### config.mk
export PLATFORM = sky130hd
export DESIGN_NAME = ee3w_host
export DESIGN_NICKNAME = d
export VERILOG_FILES = /design/src/rtl/ee3w_pkg.sv /design/src/rtl/ee3w_clkdiv.sv /design/src/rtl/ee3w_downcnt.sv /design/src/rtl/ee3w_framer.sv /design/src/rtl/ee3w_host.sv
export SDC_FILE = /design/constraint.sdc
export NUM_CORES = 1
export LEC_CHECK = 0
export ABC_AREA = 1
export BUFFER_PORTS_ARGS = -buffer_cell sky130_fd_sc_hd__buf_4
export CAP_MARGIN = 20
export CORE_MARGIN = 2
export CORE_UTILIZATION = 24
export CTS_CLUSTER_DIAMETER = 200
export DETAILED_ROUTE_END_ITERATION = 8
export PLACE_DENSITY = 0.48
export RECOVER_POWER = 100
export SYNTH_ARGS = -nofsm -noshare
export SYNTH_HDL_FRONTEND = slang
export SYNTH_HIERARCHICAL = 1
export SYNTH_SLANG_ARGS = --single-unit
export TNS_END_PERCENT = 50
### constraint.sdc
create_clock -name clk -period 3.95 [get_ports clk]
set_clock_uncertainty 0.1 [all_clocks]
set_input_delay 1.185 -clock clk [delete_from_list [all_inputs] [get_ports clk]]
set_output_delay 1.185 -clock clk [all_outputs]
set_load 0.02 [all_outputs]
### src/rtl/ee3w_pkg.sv
package ee3w_pkg;

    typedef enum logic [2:0] {
        CMD_READ  = 3'd0,
        CMD_WRITE = 3'd1,
        CMD_ERASE = 3'd2,
        CMD_WEN   = 3'd3,
        CMD_WDIS  = 3'd4,
        CMD_ERALL = 3'd5,
        CMD_WRALL = 3'd6,
        CMD_RSVD  = 3'd7
    } ee3w_cmd_e;

    typedef enum logic [2:0] {
        ST_IDLE,
        ST_SHIFT,
        ST_RECV,
        ST_DESEL,
        ST_POLL,
        ST_FINISH
    } ee3w_state_e;

endpackage

### src/rtl/ee3w_clkdiv.sv
module ee3w_clkdiv #(
    parameter int HALF = 4
) (
    input  logic clk,
    input  logic rst_n,
    input  logic en,
    output logic tick
);
    localparam int CW = $clog2(HALF + 1);

    logic [CW-1:0] cnt_q;

    assign tick = en && (cnt_q == CW'(HALF - 1));

    always_ff @(posedge clk or negedge rst_n) begin
        if (!rst_n) begin
            cnt_q <= '0;
        end else if (!en || tick) begin
            cnt_q <= '0;
        end else begin
            cnt_q <= cnt_q + 1'b1;
        end
    end

endmodule

### src/rtl/ee3w_downcnt.sv
module ee3w_downcnt #(
    parameter int W = 8
) (
    input  logic         clk,
    input  logic         rst_n,
    input  logic         load,
    input  logic [W-1:0] val,
    input  logic         dec,
    output logic         zero
);
    logic [W-1:0] q;

    assign zero = (q == '0);

    always_ff @(posedge clk or negedge rst_n) begin
        if (!rst_n) begin
            q <= '0;
        end else if (load) begin
            q <= val;
        end else if (dec && !zero) begin
            q <= q - 1'b1;
        end
    end

endmodule

### src/rtl/ee3w_framer.sv
module ee3w_framer
    import ee3w_pkg::*;
#(
    parameter int ADDR_W = 7,
    parameter int WORD_W = 16,
    parameter int FR_W   = 4 + ADDR_W + WORD_W,
    parameter int LW     = $clog2(FR_W + 1)
) (
    input  ee3w_cmd_e         cmd,
    input  logic              org_x8,
    input  logic [ADDR_W:0]   addr,
    input  logic [WORD_W-1:0] wdata,
    output logic [FR_W-1:0]   frame,
    output logic [LW-1:0]     len,
    output logic              is_read,
    output logic              is_prog
);
    localparam int BYTE_W = WORD_W / 2;

    logic [1:0]        op;
    logic [1:0]        ext;
    logic              ext_cmd;
    logic              has_data;
    logic [ADDR_W-1:0] afield16;
    logic [ADDR_W:0]   afield8;
    logic [LW-1:0]     alen;
    logic [LW-1:0]     dlen;

    always_comb begin
        op       = 2'b00;
        ext      = 2'b00;
        ext_cmd  = 1'b0;
        has_data = 1'b0;
        is_read  = 1'b0;
        is_prog  = 1'b0;
        unique case (cmd)
            CMD_READ:  begin op = 2'b10; is_read = 1'b1; end
            CMD_WRITE: begin op = 2'b01; has_data = 1'b1; is_prog = 1'b1; end
            CMD_ERASE: begin op = 2'b11; is_prog = 1'b1; end
            CMD_WEN:   begin ext_cmd = 1'b1; ext = 2'b11; end
            CMD_WDIS:  begin ext_cmd = 1'b1; ext = 2'b00; end
            CMD_ERALL: begin ext_cmd = 1'b1; ext = 2'b10; is_prog = 1'b1; end
            CMD_WRALL: begin ext_cmd = 1'b1; ext = 2'b01; has_data = 1'b1; is_prog = 1'b1; end
            CMD_RSVD:  begin op = 2'b00; end
        endcase
    end

    always_comb begin
        afield16 = ext_cmd ? {ext, {(ADDR_W-2){1'b0}}} : addr[ADDR_W-1:0];
        afield8  = ext_cmd ? {ext, {(ADDR_W-1){1'b0}}} : addr;
        if (org_x8) begin
            frame = {1'b1, op, afield8, wdata[BYTE_W-1:0], {BYTE_W{1'b0}}};
            alen  = LW'(ADDR_W + 1);
            dlen  = has_data ? LW'(BYTE_W) : '0;
        end else begin
            frame = {1'b1, op, afield16, wdata, 1'b0};
            alen  = LW'(ADDR_W);
            dlen  = has_data ? LW'(WORD_W) : '0;
        end
        len = LW'(3) + alen + dlen;
    end

endmodule

### src/rtl/ee3w_host.sv
module ee3w_host
    import ee3w_pkg::*;
#(
    parameter int CLK_DIV    = 4,
    parameter int ADDR_W     = 7,
    parameter int WORD_W     = 16,
    parameter int CS_LOW_CYC = 50,
    parameter int BUSY_TICKS = 300000
) (
    input  logic              clk,
    input  logic              rst_n,
    input  logic              start,
    input  logic [2:0]        cmd,
    input  logic              org_x8,
    input  logic [ADDR_W:0]   addr,
    input  logic [WORD_W-1:0] wdata,
    output logic [WORD_W-1:0] rdata,
    output logic              done,
    output logic              err,
    output logic              ee_cs,
    output logic              ee_sclk,
    output logic              ee_di,
    input  logic              ee_do
);
    localparam int BYTE_W = WORD_W / 2;
    localparam int FR_W   = 4 + ADDR_W + WORD_W;
    localparam int LW     = $clog2(FR_W + 1);
    localparam int RW     = $clog2(WORD_W + 2);
    localparam int DLW    = $clog2(CS_LOW_CYC + 1);
    localparam int TW     = $clog2(BUSY_TICKS + 1);

    ee3w_state_e       state_q, state_d;
    ee3w_cmd_e         cmd_e;
    logic [FR_W-1:0]   frame;
    logic [LW-1:0]     flen;
    logic              f_read, f_prog;

    logic [FR_W-1:0]   sh_q;
    logic [LW-1:0]     bitcnt_q;
    logic [RW-1:0]     rcnt_q;
    logic [WORD_W-1:0] rx_q;
    logic              org_q, is_read_q, is_prog_q, err_q;
    logic              cs_q, sclk_q, di_q;
    logic [WORD_W-1:0] rdata_q;
    logic [1:0]        do_sync_q;
    logic              do_s;

    logic              tick, clk_en;
    logic              del_load, del_zero;
    logic              to_load, to_dec, to_zero;
    logic              last_fall;

    assign cmd_e = ee3w_cmd_e'(cmd);
    assign do_s  = do_sync_q[1];

    ee3w_framer #(
        .ADDR_W (ADDR_W),
        .WORD_W (WORD_W),
        .FR_W   (FR_W),
        .LW     (LW)
    ) u_framer (
        .cmd     (cmd_e),
        .org_x8  (org_x8),
        .addr    (addr),
        .wdata   (wdata),
        .frame   (frame),
        .len     (flen),
        .is_read (f_read),
        .is_prog (f_prog)
    );

    assign clk_en = (state_q == ST_SHIFT) || (state_q == ST_RECV) || (state_q == ST_POLL);

    ee3w_clkdiv #(.HALF(CLK_DIV)) u_clkdiv (
        .clk   (clk),
        .rst_n (rst_n),
        .en    (clk_en),
        .tick  (tick)
    );

    assign del_load = (state_q == ST_SHIFT) && (state_d == ST_DESEL);

    ee3w_downcnt #(.W(DLW)) u_desel_cnt (
        .clk   (clk),
        .rst_n (rst_n),
        .load  (del_load),
        .val   (DLW'(CS_LOW_CYC)),
        .dec   (state_q == ST_DESEL),
        .zero  (del_zero)
    );

    assign to_load = (state_q == ST_DESEL) && (state_d == ST_POLL);
    assign to_dec  = (state_q == ST_POLL) && tick;

    ee3w_downcnt #(.W(TW)) u_busy_cnt (
        .clk   (clk),
        .rst_n (rst_n),
        .load  (to_load),
        .val   (TW'(BUSY_TICKS)),
        .dec   (to_dec),
        .zero  (to_zero)
    );

    assign last_fall = tick && sclk_q && (bitcnt_q == '0);

    // next-state logic
    always_comb begin
        state_d = state_q;
        unique case (state_q)
            ST_IDLE: begin
                if (start) state_d = (cmd_e == CMD_RSVD) ? ST_FINISH : ST_SHIFT;
            end
            ST_SHIFT: begin
                if (last_fall) begin
                    if (is_read_q)      state_d = ST_RECV;
                    else if (is_prog_q) state_d = ST_DESEL;
                    else                state_d = ST_FINISH;
                end
            end
            ST_RECV: begin
                if (tick && sclk_q && (rcnt_q == '0)) state_d = ST_FINISH;
            end
            ST_DESEL: begin
                if (del_zero) state_d = ST_POLL;
            end
            ST_POLL: begin
                if (tick && (do_s || to_zero)) state_d = ST_FINISH;
            end
            ST_FINISH: state_d = ST_IDLE;
            default:   state_d = ST_IDLE;
        endcase
    end

    // state register
    always_ff @(posedge clk or negedge rst_n) begin
        if (!rst_n) state_q <= ST_IDLE;
        else        state_q <= state_d;
    end

    // outputs and datapath
    always_ff @(posedge clk or negedge rst_n) begin
        if (!rst_n) begin
            sh_q      <= '0;
            bitcnt_q  <= '0;
            rcnt_q    <= '0;
            rx_q      <= '0;
            org_q     <= 1'b0;
            is_read_q <= 1'b0;
            is_prog_q <= 1'b0;
            err_q     <= 1'b0;
            cs_q      <= 1'b0;
            sclk_q    <= 1'b0;
            di_q      <= 1'b0;
            rdata_q   <= '0;
            do_sync_q <= 2'b00;
        end else begin
            do_sync_q <= {do_sync_q[0], ee_do};
            unique case (state_q)
                ST_IDLE: begin
                    if (start) begin
                        if (cmd_e == CMD_RSVD) begin
                            err_q <= 1'b1;
                        end else begin
                            err_q     <= 1'b0;
                            cs_q      <= 1'b1;
                            sh_q      <= frame;
                            di_q      <= frame[FR_W-1];
                            bitcnt_q  <= flen;
                            org_q     <= org_x8;
                            is_read_q <= f_read;
                            is_prog_q <= f_prog;
                        end
                    end
                end
                ST_SHIFT: begin
                    if (tick) begin
                        if (!sclk_q) begin
                            sclk_q   <= 1'b1;
                            bitcnt_q <= bitcnt_q - 1'b1;
                        end else begin
                            sclk_q <= 1'b0;
                            if (bitcnt_q != '0) begin
                                sh_q <= sh_q << 1;
                                di_q <= sh_q[FR_W-2];
                            end else begin
                                di_q   <= 1'b0;
                                rcnt_q <= org_q ? RW'(BYTE_W + 1) : RW'(WORD_W + 1);
                                if (!is_read_q) cs_q <= 1'b0;
                            end
                        end
                    end
                end
                ST_RECV: begin
                    if (tick) begin
                        if (!sclk_q) begin
                            sclk_q <= 1'b1;
                            rx_q   <= {rx_q[WORD_W-2:0], do_s};
                            rcnt_q <= rcnt_q - 1'b1;
                        end else begin
                            sclk_q <= 1'b0;
                            if (rcnt_q == '0) begin
                                cs_q    <= 1'b0;
                                rdata_q <= org_q ? {{(WORD_W-BYTE_W){1'b0}}, rx_q[BYTE_W-1:0]} : rx_q;
                            end
                        end
                    end
                end
                ST_DESEL: begin
                    if (del_zero) cs_q <= 1'b1;
                end
                ST_POLL: begin
                    if (tick && (do_s || to_zero)) begin
                        cs_q  <= 1'b0;
                        err_q <= !do_s;
                    end
                end
                ST_FINISH: begin
                    cs_q   <= 1'b0;
                    sclk_q <= 1'b0;
                end
                default: begin
                    cs_q <= 1'b0;
                end
            endcase
        end
    end

    assign ee_cs   = cs_q;
    assign ee_sclk = sclk_q;
    assign ee_di   = di_q;
    assign rdata   = rdata_q;
    assign done    = (state_q == ST_FINISH);
    assign err     = done && err_q;

    // checker state: length of the current chip-select low period
    logic [31:0] ast_cs_low_q;
    always_ff @(posedge clk or negedge rst_n) begin
        if (!rst_n)                       ast_cs_low_q <= '0;
        else if (cs_q)                    ast_cs_low_q <= '0;
        else if (ast_cs_low_q != '1)      ast_cs_low_q <= ast_cs_low_q + 1'b1;
    end

    AST_IDLE_DESELECTED: assert property (@(posedge clk) disable iff (!rst_n)
        (state_q == ST_IDLE) |-> !ee_cs);
    AST_CS_RISE_CLK_LOW: assert property (@(posedge clk) disable iff (!rst_n)
        $rose(ee_cs) |-> !ee_sclk);
    AST_CLK_ONLY_SELECTED: assert property (@(posedge clk) disable iff (!rst_n)
        !ee_cs |-> !ee_sclk);
    AST_DI_HOLD_HIGH: assert property (@(posedge clk) disable iff (!rst_n)
        ee_sclk |-> $stable(ee_di));
    AST_DESEL_MIN: assert property (@(posedge clk) disable iff (!rst_n)
        ($rose(ee_cs) && state_q == ST_POLL) |-> (ast_cs_low_q >= 32'(CS_LOW_CYC)));
    AST_DONE_ONE_CYCLE: assert property (@(posedge clk) disable iff (!rst_n)
        done |=> !done);
    AST_RSVD_ERR: assert property (@(posedge clk) disable iff (!rst_n)
        (state_q == ST_IDLE && start && cmd == 3'd7) |=> (done && err && !ee_cs));

endmodule

; Word-level counts from Yosys, hierarchy flattened
; Cells that the tools add are included.
[totals]
output_inout_bits = 21
ff_bits = 108
in_bits = 32
elab_cells = 173
[op_classes]
bitwise_logic = 2
n_reduce_logical = 46
eq_ne = 30
n_mux = 71
add_sub_neg = 7
[op_table]
columns = op, n
row1 = 26-bit two-way mux, 5
row2 = 5-bit two-way mux, 12
row3 = 26-bit case mux with 2 select lines, 1
row4 = 19-bit two-way mux, 2
row5 = 3-bit two-way mux, 9
row6 = 1-bit two-way mux, 25
row7 = 24-bit two-way mux, 1
row8 = "2-bit inequality test, second input constant", 11
row9 = "3-bit equality test, second input constant", 7
row10 = 5-bit case mux with 2 select lines, 2
row11 = 19-bit zero test, 1
row12 = "19-bit by 1-bit subtractor with 19-bit output, second input constant", 1
row13 = "3-bit by 2-bit equality test with 1-bit output, second input constant", 6
row14 = 16-bit two-way mux, 1
row15 = 3-bit case mux with 5 select lines, 1
row16 = 6-bit two-way mux, 2
row17 = 2-bit case mux with 3 select lines, 2
row18 = 6-bit AND reduction, 2
row19 = 2-bit nonzero test, 6
row20 = 1-bit logical AND, 11
row21 = 11-bit AND reduction, 1
row22 = 5-bit zero test, 2
row23 = 5-bit AND reduction, 2
row24 = "5-bit by 1-bit subtractor with 5-bit output, second input constant", 2
row25 = 22 further kinds, 41

; Longest topological paths before layout
[depth]
ltp_word = 11
ltp_mapped = 20
depth_no_buf = 16

; Modules after synthesis
; Netlist, hierarchy kept.
[by_module_without_submodules]
columns = module, seq_area_each_um2, area_each_um2, cells_per_inst, n_inst
row1 = ee3w_host, 2001.9, 4011.3, 530, 1
row2 = ee3w_downcnt at u_busy_cnt, 475.5, 1441.4, 207, 1
row3 = ee3w_framer, 0.0, 440.4, 89, 1
row4 = ee3w_downcnt at u_desel_cnt, 150.1, 425.4, 55, 1
row5 = ee3w_clkdiv, 75.1, 136.4, 14, 1

; Least setup slack after synthesis
; OpenSTA, ideal clock, no wires.
[synth_path]
path_kind = reg-to-reg
startpoint = reg state_q[1]
endpoint = reg u_desel_cnt.q[0]
setup_time_ps = 122
synth_period_minus_slack_ps = 2657
path_buffers = 4
stages_incl_launch_ff = 21
required_time_ps = 3728
arrival_ps = 2436
path_slack_ps = 1293
cell_sequence = dfrtp_1 buf_2 inv_2 nand3_4 buf_2 buf_2 nand3_1 nand2_1 inv_1 nand2_1 inv_1 nand3_1 nor2_1 nor2_1 nor2_1 nor2_1 buf_2 inv_1 nand2_4 nand2_1 o21ai_2
[synth_via]
elab_chain_len = 11
elab_cells_between_ends = 23
cone_classes = 5 x eq/ne / 7 x mux / 11 x reduce/logical
[synth_rtl]
columns = item, line_no
row1 = start: declaration, ee3w_host.sv:32  ; ee3w_state_e state_q, state_d;
row2 = start signal: assignment, ee3w_host.sv:137  ; else state_q <= state_d;
row3 = 3-bit by 1-bit equality test with 1-bit output / 3-bit by 2-bit equality test with 1-bit output (equally long branches), ee3w_host.sv:72  ; assign clk_en = (state_q == ST_SHIFT) || (state_q == ST_RECV) || (state_q == ST_POLL);
row4 = 1-bit logical OR, ee3w_host.sv:72
row5 = 1-bit logical OR (*), ee3w_host.sv:72
row6 = net clk_en, ee3w_host.sv:48  ; logic tick, clk_en;
row7 = 1-bit logical AND (*), ee3w_clkdiv.sv:13  ; assign tick = en && (cnt_q == CW'(HALF - 1));
row8 = net tick, ee3w_host.sv:48
row9 = 1-bit logical AND, "ee3w_host.sv:104, ee3w_host.sv:121"
row10 = 1-bit logical AND (on tied branches), "ee3w_host.sv:121, ee3w_host.sv:104"
row11 = 3-bit two-way mux (on tied branches), "ee3w_host.sv:121, ee3w_host.sv:114"
row12 = 3-bit case mux with 5 select lines (*), ee3w_host.sv:109  ; unique case (state_q)
row13 = 3-bit by 2-bit equality test with 1-bit output (*), ee3w_host.sv:81  ; assign del_load = (state_q == ST_SHIFT) && (state_d == ST_DESEL);
row14 = 1-bit logical AND (*), ee3w_host.sv:81
row15 = net del_load, ee3w_host.sv:49  ; logic del_load, del_zero;
row16 = 6-bit two-way mux / 2-bit nonzero test (equally long branches), -
row17 = end signal: assignment, ee3w_downcnt.sv:19  ; q <= val;
row18 = end signal: assignment, ee3w_downcnt.sv:21  ; q <= q - 1'b1;
row19 = end: declaration, ee3w_downcnt.sv:11  ; logic [W-1:0] q;
; Mark *: on every way through the listed nets, which the timed path passes. The rest lies on a longest branch.
; A chain may end at the register's enable or synchronous reset.

; Worst setup path in the final report
[layout_path]
startpoint = in cmd[1]
endpoint = reg bitcnt_q[3]
[layout_via]
elab_chain_len = 9
elab_cells_between_ends = 13
cone_classes = 1 x add/sub / 4 x eq/ne / 6 x mux / 2 x reduce/logical
[layout_rtl]
columns = item, line_no
row1 = start: declaration, ee3w_host.sv:13  ; input logic [2:0] cmd,
row2 = 3-bit by 1-bit equality test with 1-bit output / 3-bit equality test (equally long branches), ee3w_framer.sv:36  ; unique case (cmd)
row3 = 2-bit OR reduction (no line), -
row4 = 1-bit two-way mux, ee3w_framer.sv:36
row5 = 4-bit two-way mux, ee3w_framer.sv:54  ; dlen = has_data ? LW'(BYTE_W) : '0;
row6 = 5-bit two-way mux, ee3w_framer.sv:51  ; if (org_x8) begin
row7 = 5-bit adder, ee3w_framer.sv:60  ; len = LW'(3) + alen + dlen;
row8 = 5-bit two-way mux, ee3w_host.sv:161  ; if (cmd_e == CMD_RSVD) begin
row9 = 5-bit two-way mux, ee3w_host.sv:160  ; if (start) begin
row10 = 5-bit case mux with 2 select lines, ee3w_host.sv:158  ; unique case (state_q)
row11 = end signal: assignment, ee3w_host.sv:168  ; bitcnt_q <= flen;
row12 = end signal: assignment, ee3w_host.sv:179  ; bitcnt_q <= bitcnt_q - 1'b1;
row13 = end: declaration, ee3w_host.sv:39  ; logic [LW-1:0] bitcnt_q;
; Parallel ways exist; a longest one is shown, timed or not. The select of a mux whose other input is x is not followed.

==> results.ini <==
[clocking]
cts_num_sinks = 108
ctsResizeCount = 0
cts_inserted_buffers = 9
cts_setup_buffers = 0
cts_max_path_buffers = 2
cts-root-buf = clkbuf_16
h-tree-depth = 3
cts.clk_slew.worst_paths_ps = 70
cts_hold_buffers = 0
cts_tree = done
clkLatencyLatePin_ps = 360

[global_routing]
grt_max_degree = 63
grt-ovfl-total = 0
grt.total_usage_pct = 11.44
antenna_found_initial = 0
grt_pass1_vias = 5160
grt_first_pass_wirelength_mm = 26.43

[place]
portBuffers = 52
pre_cts_slack_ps = 795.1
dp_hpwl_mm = 10.96
gp_congestion = 0.7854

[route]
routed_wirelength_mm = 15.72
vias = 5483
vias_per_cell = 4.231
drtIter0Drc = 382
firstDrtPassIters = 5
drt.antenna.violating_nets = 0
drc = 0
wl_per_cell_um = 12.13

[sta]
period_needed_ps = 3388
rsz0062_at_grt = false
relSlewSlack_pct = 11.43
fmax_mhz = 295.1
finalSetupTns_ps = 0
finalHoldViolCount = 0
setup_ws_ps = 561.6
tightest_slew_ps = 1324
fin_crit_sh_pct = 85.78
setup_viol = 0
finalMaxSlewViolations = 0

[floorplanning]
io_pins = 53
die_width_um = 168
die-height_um = 168
core_area_sq_mm = 0.02665
rows = 60
start_util_pct = 24.22
die_area_sq_mm = 0.02822

[setup_path]
cp.arrival_ps = 3530
cp_data_required_time_ps = 4090
startpoint = cmd[1]
crit_type = in2reg
ff2ff_path_depth = 11
reg2reg_from = state_q[1]
critPathMaxFanout = 27
end_kind = flop
start_kind = input pin

[min_path]
min_path_type = reg2reg
worstHoldPathCells = 0
hp-start = do_sync_q[0]

[power]
power.density_mw_per_mm2 = 526.2
vdd_drop_max_mv = 0.2406
leakagePower_nw = 3.600
power.total_mw = 3.844

[cells_and_area]
drive_gt1_share_pct = 9.424
fillers = 2932
area_growth_pct = 13.18
antennaDiodeCount = 0
multi_input_area_sq_mm = 0.003202
fin_nets = 992
regArea_sq_mm = 0.002703

[synth]
yosysSeqAreaShare_pct = 41.87
yosys_warnings = 6
syn_area_per_cell_sq_um = 7.212
synthFlopType = dfrtp_1
yosys.area.top_type = dfrtp_1
synth_top_area_share_pct = 41.87
synth_cell_types = 38
syn_inst = 895
synthArstFlopShare_pct = 100.0
ys_seq_elements = 108
synth-edff-count = 0
syn_area_sq_mm = 0.006455
ys_top_cells_by_count = nand2_1 (337), dfrtp_1 (108), inv_1 (78)
synth.area.top_cells = dfrtp_1 (42%), nand2_1 (20%), nand3_1 (5.9%), inv_1 (4.5%), nor2_1 (3.9%)
yosysMostFrequentCell = nand2_1

[run_status]
run_status = finished clean

[flow_run]
maxCapViolations = 0

[state kept, by name, indices dropped and copies added, names as in the netlist]
register        flops
sh_q               26
u_busy_cnt/q       19
rdata              16
rx_q               16
u_desel_cnt/q       6
bitcnt_q            5
rcnt_q              5
state_q             3
u_clkdiv/cnt_q      3
do_sync_q           2
ee_cs               1
ee_di               1
ee_sclk             1
err_q               1
is_prog_q           1
is_read_q           1
org_q               1
[path summary, 6_finish.rpt]
check | endpoint | slack (ps)
setup / recovery | bitcnt_q[3] | 560
min in group asynchronous | sh_q[15] | 1020
setup reg to reg | u_busy_cnt/q[18] | 620
hold reg to reg | do_sync_q[1] | 250
hold / removal | do_sync_q[1] | 250
max in group asynchronous | rx_q[2] | 1770
[stage by stage]
step | instance area (sq um) | instances | hold slack (ps) | util [%]
5_1_grt | 7306 | 1296 | 271.0 | 27.41
3_3_place_gp | 7203 | 1281 | 232.0 | 27.03
2_1_floorplan | 6549 | 920 | 231.2 | -
6_report | 7306 | 1296 | 254.2 | 27.41
4_1_cts | 7485 | 1296 | 258.0 | 28.08
3_5_place_dp | 7203 | 1281 | 240.4 | 27.03
[cell usage in the layout, fill, tap and decap left out, types with 3 or more instances in the layout]
| cell type | n |
|---|---|
| xnor2_1 | 4 |
| nand2_4 | 3 |
| nor2_1 | 69 |
| o21ai_0 | 52 |
| dfrtp_1 | 108 |
| clkbuf_1 | 23 |
| clkbuf_16 | 9 |
| buf_4 | 33 |
| nand4_1 | 17 |
| inv_1 | 80 |
| o21ai_1 | 9 |
| nand3_2 | 4 |
| ha_1 | 9 |
| nand3_1 | 85 |
| a21oi_1 | 6 |
| nand2_2 | 13 |
| conb_1 | 29 |
| nor3_1 | 3 |
| xor2_1 | 16 |
| o31ai_1 | 7 |
| nor2_2 | 4 |
| inv_2 | 7 |
| nand2_1 | 340 |
[routing by layer]
metal  track usage, %  part of all wire [%]
met5                0                     0
met4            3.629                   1.2
met3            1.622                   2.0
met2            18.42                    47
met1            15.87                    50
[power by group]
group	switching [mW]	internal, mW	leakage [nW]
Sequential	0.197	1.35	1.35
Combinational	0.959	0.446	2.11
Clock	0.454	0.440	0.136
[critical path: stages]
cell      delay, ps
clkbuf_1        170
nand3_1         230
nand2_1         100
nand2_1         130
inv_2            60
nor2_2          890
o21ai_0         530
nand2_1         160
nand2_1          60
[cell families after synthesis]
logic type	Yosys count	synth area share, %
other	4	0.2325
AOI/OAI and AO/OA	80	6.920
adders and majority gates	9	1.745
DFF	108	41.87
and+or+nand+nor	548	37.84
xor gates and xnor gates	20	2.714
buffers and inverters	126	8.684
[final cells by class]
class,instances,share of cell area [%]
Tap cell,341,5.840
Multi-Input combinational cell,686,43.83
Clock inverter,6,0.7707
Inverter,87,4.470
Timing Repair Buffer,59,5.018
Clock buffer,9,3.083
Sequential cell,108,36.99
No activity file was read; power rests on OpenSTA's default activity.
